==> src/rtl/muart_pkg.sv <==
package muart_pkg;
  localparam int ADDR_W      = 13;
  localparam int NUM_UART    = 2;
  localparam int CH_PER_UART = 4;
  localparam int NUM_CH      = NUM_UART * CH_PER_UART;
  localparam int SUB_W       = $clog2(CH_PER_UART);
  localparam int CH_IDX_W    = $clog2(NUM_CH);
  localparam int CTRL_W      = 5;

  localparam int CB_CLK0 = 0;
  localparam int CB_CLK1 = 1;
  localparam int CB_IEN  = 2;
  localparam int CB_OSC  = 3;
  localparam int CB_RST  = 4;

  // {addr[12], addr[11:8]} page codes of the local registers
  localparam logic [4:0] PG_CTRL   = 5'h05;
  localparam logic [4:0] PG_FRR_LO = 5'h06;
  localparam logic [4:0] PG_GISR   = 5'h07;
  localparam logic [4:0] PG_FRR_HI = 5'h16;

  typedef enum logic [2:0] {
    TGT_NONE,
    TGT_CHAN,
    TGT_CTRL,
    TGT_FRR_LO,
    TGT_FRR_HI,
    TGT_GISR
  } tgt_e;
endpackage

==> src/rtl/muart_decode.sv <==
module muart_decode
  import muart_pkg::*;
(
  input  logic [ADDR_W-1:0] addr_i,
  input  logic              be0_i,
  output tgt_e              tgt_o,
  output logic [NUM_CH-1:0] chan_o
);
  logic [3:0]          page;
  logic                hi;
  logic [CH_IDX_W-1:0] ch_idx;

  assign page   = addr_i[11:8];
  assign hi     = addr_i[ADDR_W-1];
  assign ch_idx = {hi, addr_i[8 +: SUB_W]};

  always_comb begin
    tgt_o = TGT_NONE;
    if (be0_i) begin
      if (page[3:2] == 2'b00 && !addr_i[7]) begin
        tgt_o = TGT_CHAN;
      end else if (addr_i[7:2] == '0) begin
        case ({hi, page})
          PG_CTRL:   tgt_o = TGT_CTRL;
          PG_FRR_LO: tgt_o = TGT_FRR_LO;
          PG_FRR_HI: tgt_o = TGT_FRR_HI;
          PG_GISR:   tgt_o = TGT_GISR;
          default:   tgt_o = TGT_NONE;
        endcase
      end
    end
  end

  for (genvar g = 0; g < NUM_CH; g++) begin : g_chan
    assign chan_o[g] = (tgt_o == TGT_CHAN) && (ch_idx == CH_IDX_W'(g));
  end
endmodule

==> src/rtl/muart_ctrl_reg.sv <==
module muart_ctrl_reg
  import muart_pkg::*;
(
  input  logic              clk_i,
  input  logic              rst_ni,
  input  logic              we_i,
  input  logic [CTRL_W-1:0] wdata_i,
  output logic [CTRL_W-1:0] ctrl_o
);
  always_ff @(posedge clk_i or negedge rst_ni) begin
    if (!rst_ni)   ctrl_o <= '0;
    else if (we_i) ctrl_o <= wdata_i;
  end

  a_r4_ctrl_follow: assert property (@(posedge clk_i) disable iff (!rst_ni)
    we_i |=> ctrl_o == $past(wdata_i));

  a_r4_ctrl_hold: assert property (@(posedge clk_i) disable iff (!rst_ni)
    !we_i |=> $stable(ctrl_o));
endmodule

==> src/rtl/muart_sync.sv <==
module muart_sync #(
  parameter int          W       = 8,
  parameter logic [W-1:0] RST_VAL = '0
) (
  input  logic         clk_i,
  input  logic         rst_ni,
  input  logic [W-1:0] d_i,
  output logic [W-1:0] q_o
);
  logic [W-1:0] meta_q;

  always_ff @(posedge clk_i or negedge rst_ni) begin
    if (!rst_ni) begin
      meta_q <= RST_VAL;
      q_o    <= RST_VAL;
    end else begin
      meta_q <= d_i;
      q_o    <= meta_q;
    end
  end
endmodule

==> src/rtl/muart_glue.sv <==
module muart_glue
  import muart_pkg::*;
(
  input  logic              clk_i,
  input  logic              rst_ni,
  input  logic [12:0]       bus_addr_i,
  input  logic              bus_rd_i,
  input  logic              bus_wr_i,
  input  logic [3:0]        bus_be_i,
  input  logic [31:0]       bus_wdata_i,
  output logic [31:0]       bus_rdata_o,
  input  logic              osc_present_i,
  input  logic [7:0]        uart_irq_i,
  input  logic [7:0]        rx_rdy_i,
  input  logic [7:0]        tx_rdy_i,
  input  logic [7:0]        uart_rdata_i,
  output logic [7:0]        uart_cs_o,
  output logic              uart_rd_o,
  output logic              uart_wr_o,
  output logic [6:0]        uart_addr_o,
  output logic [7:0]        uart_wdata_o,
  output logic              uart_rst_o,
  output logic              osc_sel_o,
  output logic [1:0]        clk_sel_o,
  output logic              irq_o
);
  tgt_e              tgt;
  logic [NUM_CH-1:0] chan;
  logic [CTRL_W-1:0] ctrl;
  logic [NUM_CH-1:0] rx_s, tx_s, irq_s;
  logic              ctrl_we;
  logic [7:0]        rd_byte;
  logic              unused_bits;

  assign unused_bits = ^{bus_wdata_i[31:8], bus_be_i[3:1]};

  muart_decode u_dec (
    .addr_i (bus_addr_i),
    .be0_i  (bus_be_i[0]),
    .tgt_o  (tgt),
    .chan_o (chan)
  );

  assign ctrl_we = bus_wr_i && (tgt == TGT_CTRL);

  muart_ctrl_reg u_ctrl (
    .clk_i   (clk_i),
    .rst_ni  (rst_ni),
    .we_i    (ctrl_we),
    .wdata_i (bus_wdata_i[CTRL_W-1:0]),
    .ctrl_o  (ctrl)
  );

  muart_sync #(.W(NUM_CH), .RST_VAL({NUM_CH{1'b1}})) u_sync_rx (
    .clk_i (clk_i), .rst_ni (rst_ni), .d_i (rx_rdy_i), .q_o (rx_s));
  muart_sync #(.W(NUM_CH), .RST_VAL('0)) u_sync_tx (
    .clk_i (clk_i), .rst_ni (rst_ni), .d_i (tx_rdy_i), .q_o (tx_s));
  muart_sync #(.W(NUM_CH), .RST_VAL('0)) u_sync_irq (
    .clk_i (clk_i), .rst_ni (rst_ni), .d_i (uart_irq_i), .q_o (irq_s));

  // channel side
  assign uart_cs_o    = (bus_rd_i || bus_wr_i) ? chan : '0;
  assign uart_rd_o    = bus_rd_i && (tgt == TGT_CHAN);
  assign uart_wr_o    = bus_wr_i && (tgt == TGT_CHAN);
  assign uart_addr_o  = bus_addr_i[6:0];
  assign uart_wdata_o = bus_wdata_i[7:0];

  // control lines
  assign uart_rst_o = ctrl[CB_RST];
  assign osc_sel_o  = ctrl[CB_OSC];
  assign clk_sel_o  = {ctrl[CB_CLK1], ctrl[CB_CLK0]};
  assign irq_o      = ctrl[CB_IEN] && (|irq_s);

  always_comb begin
    case (tgt)
      TGT_CHAN:   rd_byte = uart_rdata_i;
      TGT_CTRL:   rd_byte = {osc_present_i, 2'b00, ctrl};
      TGT_FRR_LO: rd_byte = {rx_s[CH_PER_UART-1:0], tx_s[CH_PER_UART-1:0]};
      TGT_FRR_HI: rd_byte = {rx_s[NUM_CH-1:CH_PER_UART], tx_s[NUM_CH-1:CH_PER_UART]};
      TGT_GISR:   rd_byte = irq_s;
      default:    rd_byte = '0;
    endcase
  end

  assign bus_rdata_o = bus_rd_i ? {24'h0, rd_byte} : '0;

  a_r1_cs_onehot: assert property (@(posedge clk_i) disable iff (!rst_ni)
    $onehot0(uart_cs_o));

  a_r10_be0_gate: assert property (@(posedge clk_i) disable iff (!rst_ni)
    !bus_be_i[0] |-> (uart_cs_o == '0) && !uart_rd_o && !uart_wr_o);

  a_r11_rdata_idle: assert property (@(posedge clk_i) disable iff (!rst_ni)
    !bus_rd_i |-> bus_rdata_o == '0);

  a_r1_strobe_cs: assert property (@(posedge clk_i) disable iff (!rst_ni)
    (uart_rd_o || uart_wr_o) |-> $countones(uart_cs_o) == 1);
endmodule

==> config.mk <==
export PLATFORM = sky130hd
export DESIGN_NAME = muart_glue
export DESIGN_NICKNAME = d
export VERILOG_FILES = /design/src/rtl/muart_pkg.sv /design/src/rtl/muart_decode.sv /design/src/rtl/muart_ctrl_reg.sv /design/src/rtl/muart_sync.sv /design/src/rtl/muart_glue.sv
export SDC_FILE = /design/constraint.sdc
export NUM_CORES = 1
export LEC_CHECK = 0
export BUFFER_PORTS_ARGS = -buffer_cell sky130_fd_sc_hd__buf_2
export CORE_UTILIZATION = 45
export DETAILED_ROUTE_END_ITERATION = 8
export GPL_ROUTABILITY_DRIVEN = 1
export PLACE_DENSITY = 0.92
export SYNTH_ARGS = -nofsm -noshare
export SYNTH_HDL_FRONTEND = slang
export SYNTH_SLANG_ARGS = --single-unit
==> constraint.sdc <==
create_clock -name clk_i -period 2.9 [get_ports clk_i]
set_input_delay 0.145 -clock clk_i [delete_from_list [all_inputs] [get_ports clk_i]]
set_output_delay 0.145 -clock clk_i [all_outputs]
set_load 0.01 [all_outputs]
* Yosys cells after proc, flatten, opt, wreduce, memory -nomap -nowiden
Index checks and enable logic that the tools add are counted. Widths: inputs -> output; s select.
Operators by class: equal/unequal tests 16, multiplexer cells 7, reductions and logical operators 19
Operator list (number):
- $pmux 8 s5 | 1
- $eq 3x3->1 const B | 6
- $mux 8 | 2
- $eq 5x3->1 const B | 3
- $logic_and 1x1->1 | 13
- $eq 3x2->1 const B | 4
- $pmux 3 s4 | 1
- $mux 3 | 3
- $reduce_or 8->1 | 1
- $eq 3x1->1 const B | 2
- $logic_not 6->1 | 1
- $eq 5x5->1 const B | 1
- $logic_not 3->1 | 1
- $logic_not 2->1 | 1
- $logic_not 1->1 | 1
- $logic_or 1x1->1 | 1
Storage, ports and cells: register bits after elaboration 53, input bits 86, output and inout bits 62

* Depth between registers and ports, before layout
Gate-level depths: netlist (run 1).
word-level depth 8, mapped depth 5, gate-level depth less buffers 4

* By module
From an unflattened synthesis (run 1), not the netlist that was laid out.
Second synthesis, totals: cell total of the unflattened synthesis 179, area, all modules 2265.9 µm²
Modules (own cells, without submodules):
- muart_sync (u_sync_irq ...) | times used 2, cells an instance 16, area each 400.4 µm²
- muart_glue | times used 1, cells an instance 97, area each 721.9 µm²
- muart_sync (u_sync_rx) | times used 1, cells an instance 16, area each 420.4 µm²
- muart_ctrl_reg | times used 1, cells an instance 10, area each 181.4 µm²
- muart_decode | times used 1, cells an instance 24, area each 141.4 µm²

* Least setup slack after synthesis (run 1)
OpenSTA, ideal clock, no wires.
path kind input to output, from input bus_addr_i[3], to output bus_rdata_o[6], data arrival time 1622 ps, required time 2755 ps, setup slack 1133 ps, stages on the path 4, path buffers 0, path through or4b_4 nor4_4 a22oi_1 a211oi_1
On the way: longest elaborated chain between the ends 7, elaborated cells between the ends (all ways) 11, those cells by class eq/ne: 5; mux: 5; reduce/logical: 1
RTL lines:
- start, declared | RTL line muart_glue.sv:6 | input logic [12:0] bus_addr_i,
- $logic_not 6->1 (*) | RTL line muart_decode.sv:22 | end else if (addr_i[7:2] == '0) begin
- $mux 3 (*) | RTL line muart_decode.sv:22
- $mux 3 (*) | RTL line muart_decode.sv:20 | if (page[3:2] == 2'b00 && !addr_i[7]) begin
- $mux 3 (*) | RTL line muart_decode.sv:19 | if (be0_i) begin
- $eq 3x3->1 (tied with other cells) | RTL line muart_glue.sv:75 | case (tgt)
- $pmux 8 s5 (*) | RTL line muart_glue.sv:75
- $mux 8 (*) | RTL line muart_glue.sv:85 | assign bus_rdata_o = bus_rd_i ? {24'h0, rd_byte} : '0;
- end, declared | RTL line muart_glue.sv:11 | output logic [31:0] bus_rdata_o,
Every way passes the cells marked *; elsewhere a longest branch is shown, timed or not.

* Final worst setup path (run 1)
from input bus_addr_i[3], to output bus_rdata_o[2]
The elaborated chain is that of the path after synthesis.

==> results.cfg, run 1 <==
[status]
status = finished clean

[logic_synthesis]
syn_area_per_cell_um2 = 13.0
synth_enable_flop_cells = 0
synth_top_family_by_area = buffers and inverters
synth_area_leaders = dfrtp_1, dfstp_2, buf_4, mux2_2, a211oi_1
yosysTopAreaCell = dfrtp_1
ys.flop_type = dfrtp_1
ys_seq_area_share_pct = 59.4
yosysTopAreaCellShare_pct = 40.9
synth_xor_area_share_pct = 0
muxShareOfSynthArea_pct = 6.46
synth_area_um2 = 2270
netlist_instances = 174
synthAdderAreaFrac_pct = 0
synth_cell_type_count = 28
synthSimpleGateAreaFrac_pct = 11.0
async_reset_ff_share_pct = 100
synth_compound_area_share_pct = 8.61
yosysWarnings = 0
ys_ff_latch = 53

[sta]
fin_crit_sh_pct = 77.9
fin_skew_ns = 0.00772
fmax_ghz = 0.443
worst_pin_slew_ns = 1.09
rsz0062_at_grt = no
hold_viol = 0
slew_headroom_pct = 27.3
min_period_ns = 2.26
tns_ns = 0
finalMaxSlewViolations = 0
report.final.setup_viol = 0

[layout]
antenna_cells = 0
nFillCells = 356
final_util_pct = 60.4
nets = 357
post_route_cells_drive_above_1_share_pct = 48.2
syn2layout_area_growth_pct = 27.6

[worst_setup_path]
required_ns = 2.76
crit_path_max_fanout = 8
crit_path_end_kind = output pin
path_class = in2out
worst_ep_arrival_time_ns = 2.11
start_kind = input port

[clock_network]
cts_root_buf = clkbuf_8
cts.clk_slew.worst_paths_ns = 0.10
htreeDepth = 2
cts_buffers = 5
clock-sinks = 53
cts_tree = done
clkLatencyLatePin_ns = 0.31
cts_buffer_depth = 2
postCtsSetupBuffers = 0

[route]
drt_iter0_markers = 12
wl_per_cell_um = 13.8
wirelength_um = 4680
ant_nets = 0
num_vias = 1586
vias_per_cell = 4.68
firstDrtPassIters = 4
route.detailed.drc = 0

[global_route]
antenna_found_initial = 0
track_usage_pct = 18.5
grt_pass1_vias = 1519
grt_start_max_net_pins = 54
grt_pass1_wl_um = 7080
grt-ovfl-total = 0

[die]
coreArea_um2 = 4790
num_rows = 25
start_util_pct = 47.3
die_area_um2 = 5320
dieHeight_um = 73.0
io_pins = 148
fp.dieW_um = 73.0

[power]
powerDensity_nw_per_um2 = 473
p_leak_nw = 1.37
ir_drop_uv = 467

[flow_run]
maxCapViolCount = 0

[hold_path]
hold_path_class = in2async

[place]
gp_congestion = 0.730
dp_hpwl_um = 3290
port_buffers = 86
## state kept, by name, summed over array words and instances (netlist names)
name               count
u_sync_irq.meta_q      8
u_sync_irq.q_o         8
u_sync_rx.meta_q       8
u_sync_rx.q_o          8
u_sync_tx.meta_q       8
u_sync_tx.q_o          8
u_ctrl.ctrl_o          5
## cells by family after synthesis
group / after synthesis
other: 1
AO/OA/AOI/OAI: 26
AND/OR/NAND/NOR: 36
multiplexers: 13
buffers and inverters: 45
flip-flops: 53
## critical path, stage by stage
cell      delay, ns
buf_2          0.10
or4b_4         0.60
nor4_4         0.57
a32oi_1        0.15
a211oi_1       0.35
buf_2          0.20
## layout make-up
cell class | count | area, µm² | area share (%)
sequential | 53 | 1350 | 46.6
timing repair buffer | 111 | 678 | 23.5
clock buffer | 5 | 68.8 | 2.38
multi-input combinational | 99 | 682 | 23.6
clock inverter | 3 | 28.8 | 0.995
inverter | 1 | 3.75 | 0.130
tap | 67 | 83.8 | 2.90
## stage by stage
step | instance area [µm²] | setup WS, ns | hold WS (ns) | power, mW | instances
after floorplan | 2350 | 1.13 | -0.151 | 0.896 | 197
after global placement | 2550 | 0.759 | 0.251 | 0.921 | 307
after detailed placement | 2550 | 0.671 | 0.251 | 0.927 | 307
after CTS | 2890 | 0.660 | 0.0625 | 1.37 | 339
after global routing | 2890 | 0.500 | 0.0799 | 1.42 | 339
final | 2890 | 0.641 | 0.0312 | 1.37 | 339
## cells in the mapped netlist (all sizes together), types with 3 or more instances
library cell / n
buf: 42
dfrtp: 37
dfstp: 16
mux2: 13
nor2: 11
a211oi: 8
a22oi: 8
a32oi: 6
nand2b: 5
nor4: 5
nand2: 3
nor3: 3
## placed cells by master (no fill, tap or decap), drive strengths merged
| cell type | instances |
|---|---|
| nand2b | 5 |
| nor3 | 3 |
| mux2 | 13 |
| buf | 87 |
| clkinv | 2 |
| a211oi | 8 |
| dfrtp | 37 |
| nand2 | 3 |
| nor4b | 1 |
| dlygate4sd3 | 24 |
| or3b | 1 |
| a21oi | 2 |
| a32oi | 6 |
| nor2 | 11 |
| inv | 2 |
| clkbuf | 5 |
| or4b | 2 |
| nand4 | 2 |
| conb | 24 |
| dfstp | 16 |
| nor4 | 5 |
| a21boi | 1 |
| or3 | 2 |
| and2 | 1 |
| a22oi | 8 |
| o21ai | 1 |
## path summary, 6_finish.rpt
| path | start | endpoint | slack [ns] | cells past startpoint |
|---|---|---|---|---|
| worst max-delay path | bus_addr_i[3] | bus_rdata_o[2] | 0.64 | 6 |
| worst min-delay path | rst_ni | u_sync_tx.meta_q[2] | 0.03 | 1 |
| worst max register to register | u_ctrl.ctrl_o[2] | u_ctrl.ctrl_o[2] | 2.11 | 1 |
| worst min register to register | u_sync_tx.meta_q[4] | u_sync_tx.q_o[4] | 0.35 | 0 |
| max in group asynchronous | rst_ni | u_sync_tx.meta_q[0] | 2.20 | 1 |
| min in group clk_i | bus_wdata_i[1] | u_ctrl.ctrl_o[1] | 0.08 | 2 |
## where the power goes
part	switching [mW]	internal, mW	leakage, nW	total [mW]
Combinational	0.0779	0.0685	0.713	0.146
Sequential	0.0116	0.781	0.611	0.793
Clock	0.247	0.180	0.0506	0.428
Total	0.337	1.03	1.37	1.37
## layer usage
metal | part of all wire (%) | global-route usage, %
met5 | 0 | 0
met4 | 1.2 | 5.23
met3 | 6.5 | 4.97
met2 | 51 | 33.2
met1 | 41 | 21.8
## repair_timing
action,4_1_cts,5_1_grt
hold buffers,24,0
hold endpoints to repair,24,0
gates resized for setup,0,0
Power figures use the tool's default switching activity.
==> run 2, diff against run 1 <==
Settings changed: CORE_UTILIZATION 45 to 42, PLACE_DENSITY 0.92 to 0.87.
Clock period 2.9 ns to 2.3 ns, I/O delays scaled along.
==> run 2 against run 1 <==
Against the previous run: routed wire length shrank 4.0%; combinational power rose by 29%; total power up 23%; design area increased by 0.74%; final cell count rose by 1.8%; sequential share of layout area shrank 0.34 points; via count increased by 2.0%; clock power up 17%; core utilization is 3.7 points lower; critical path type unchanged; largest power group unchanged; highest routed layer unchanged.
==> results.cfg, run 2 (synthesis results as in run 1) <==
[clock_network]
ctsResizeCount = 0
cts_tree = done
htreeDepth = 2
clock-sinks = 53
cts_root_buf = clkbuf_8
cts_buffer_depth = 2
clkLatencyLatePin_ns = 0.30
postCtsSetupBuffers = 0
cts_hold_buf = 25
cts_buffers = 5
cts.clk_slew.worst_paths_ns = 0.09

[die]
io_pins = 148
fp.dieW_um = 75.5
die_area_um2 = 5690
dieHeight_um = 75.5
start_util_pct = 44.1
coreArea_um2 = 5140
num_rows = 26

[global_route]
grt_pass1_vias = 1448
grt-ovfl-total = 0
grt_start_max_net_pins = 29
antenna_found_initial = 0
grt_pass1_wl_um = 6410
track_usage_pct = 16.1

[flow_run]
maxCapViolCount = 0

[power]
p_leak_nw = 1.38
swShare_pct = 23.4
power_switching_mw = 0.395
combPwrFrac_pct = 11.1
clock_power_share_pct = 29.6
ir_drop_uv = 547
seq_power_share_pct = 59.3
powerDensity_nw_per_um2 = 579
power.internal_mw = 1.29
p_total_mw = 1.69

[worst_setup_path]
r2r-start = u_ctrl.ctrl_o[3]
start_kind = input port
cp_common_cell = buf_2
path_class = in2out
crit_path_max_fanout = 8
max_stage_delay_ns = 0.60
r2r-end = u_ctrl.ctrl_o[3]
worst_ep_arrival_time_ns = 2.00
r2r_slack_ns = 1.51
reg2reg_depth = 1
cp_slowest_cell = or4b_4
required_ns = 2.18
crit_path_end_kind = output pin
crit_chain = buf_2 -> or4b_4 -> nor4_4 -> a32oi_1 -> a211oi_1 -> buf_2

[route]
vias_per_cell = 4.69
firstDrtPassIters = 4
drt-met1-wl_um = 1580
dr_wl_met2_um = 2540
wl_per_cell_um = 13.0
route.detailed.drc = 0
wl_met3_um = 302
highest_layer = met4
num_vias = 1617
ant_nets = 0
wirelength_um = 4490
drt_iter0_markers = 18

[place]
place_area_um2 = 2570
pre_cts_ws_ns = 0.199
gp_congestion = 0.765
port_buffers = 86
dp_hpwl_um = 3240

[sta]
fin_crit_sh_pct = 92.0
worst_pin_slew_ns = 0.687
fin_ws_ns = 0.183
tns_ns = 0
fin_skew_ns = 0.00570
report.final.setup_viol = 0
slew_headroom_pct = 54.2
finalMaxSlewViolations = 0
fmax_ghz = 0.472
hold_viol = 0
rsz0062_at_grt = no
min_period_ns = 2.12

[layout]
nets = 360
post_route_cells_drive_above_1_share_pct = 48.4
syn2layout_area_growth_pct = 28.5
fin_area_um2 = 2910
layout_common_cells = buf_2, dfrtp_1, dlygate4sd3_1, conb_1, dfstp_2
antenna_cells = 0
layout_commonest_cell = buf_2

[status]
status = finished clean

[hold_path]
hold_start = bus_wdata_i[4]
hold_path_class = in2reg
hold_path_depth = 2
hold_end = u_ctrl.ctrl_o[4]
==> run 2: power groups by stage <==
stage	registers, mW	clock network [mW]	logic, mW
3_5_place_dp	1.02	0	0.154
4_1_cts	0.999	0.516	0.187
6_report	0.999	0.499	0.188
5_1_grt	1.00	0.558	0.210
3_3_place_gp	1.01	0	0.151
2_1_floorplan	1.01	0	0.119
==> run 2: worst max-delay path by stage <==
stage                endpoint  cells past startpoint     startpoint
2_1_floorplan  bus_rdata_o[6]                      4  bus_addr_i[3]
5_1_grt        bus_rdata_o[1]                      6  bus_addr_i[3]
3_5_place_dp   bus_rdata_o[1]                      6  bus_addr_i[3]
4_1_cts        bus_rdata_o[1]                      6  bus_addr_i[3]
3_3_place_gp   bus_rdata_o[0]                      6  bus_addr_i[3]
6_report       bus_rdata_o[1]                      6  bus_addr_i[3]
==> run 2: metrics by stage <==
stage | hold slack, ns | std cells | utilization, %
5_1_grt | 0.0518 | 345 | 56.7
3_5_place_dp | 0.114 | 312 | 50.0
3_3_place_gp | 0.116 | 312 | 50.0
6_report | 0.0562 | 345 | 56.7
4_1_cts | 0.0493 | 345 | 56.7
2_1_floorplan | -0.181 | 197 | -
==> run 2: cell type report <==
class,count,area [µm²]
Clock buffer,5,68.8
Timing Repair Buffer,114,703
Clock inverter,3,21.3
Tap cell,70,87.6
Fill cell,438,2230
Multi-Input combinational cell,99,682
Inverter,1,3.75
Sequential cell,53,1350
==> run 2: critical path: cells and delay by family <==
family | cells | cell delay [ns]
and+or+nand+nor | 2 | 1.15
AOI/OAI and AO/OA | 2 | 0.46
buffers and inverters | 2 | 0.28
==> run 2: metal layers <==
metal  track usage [%]  vias up
met1              16.2      774
met3              5.03        9
met2              30.5       84
met5                 0        -
li1                  -      750
met4              6.79        0
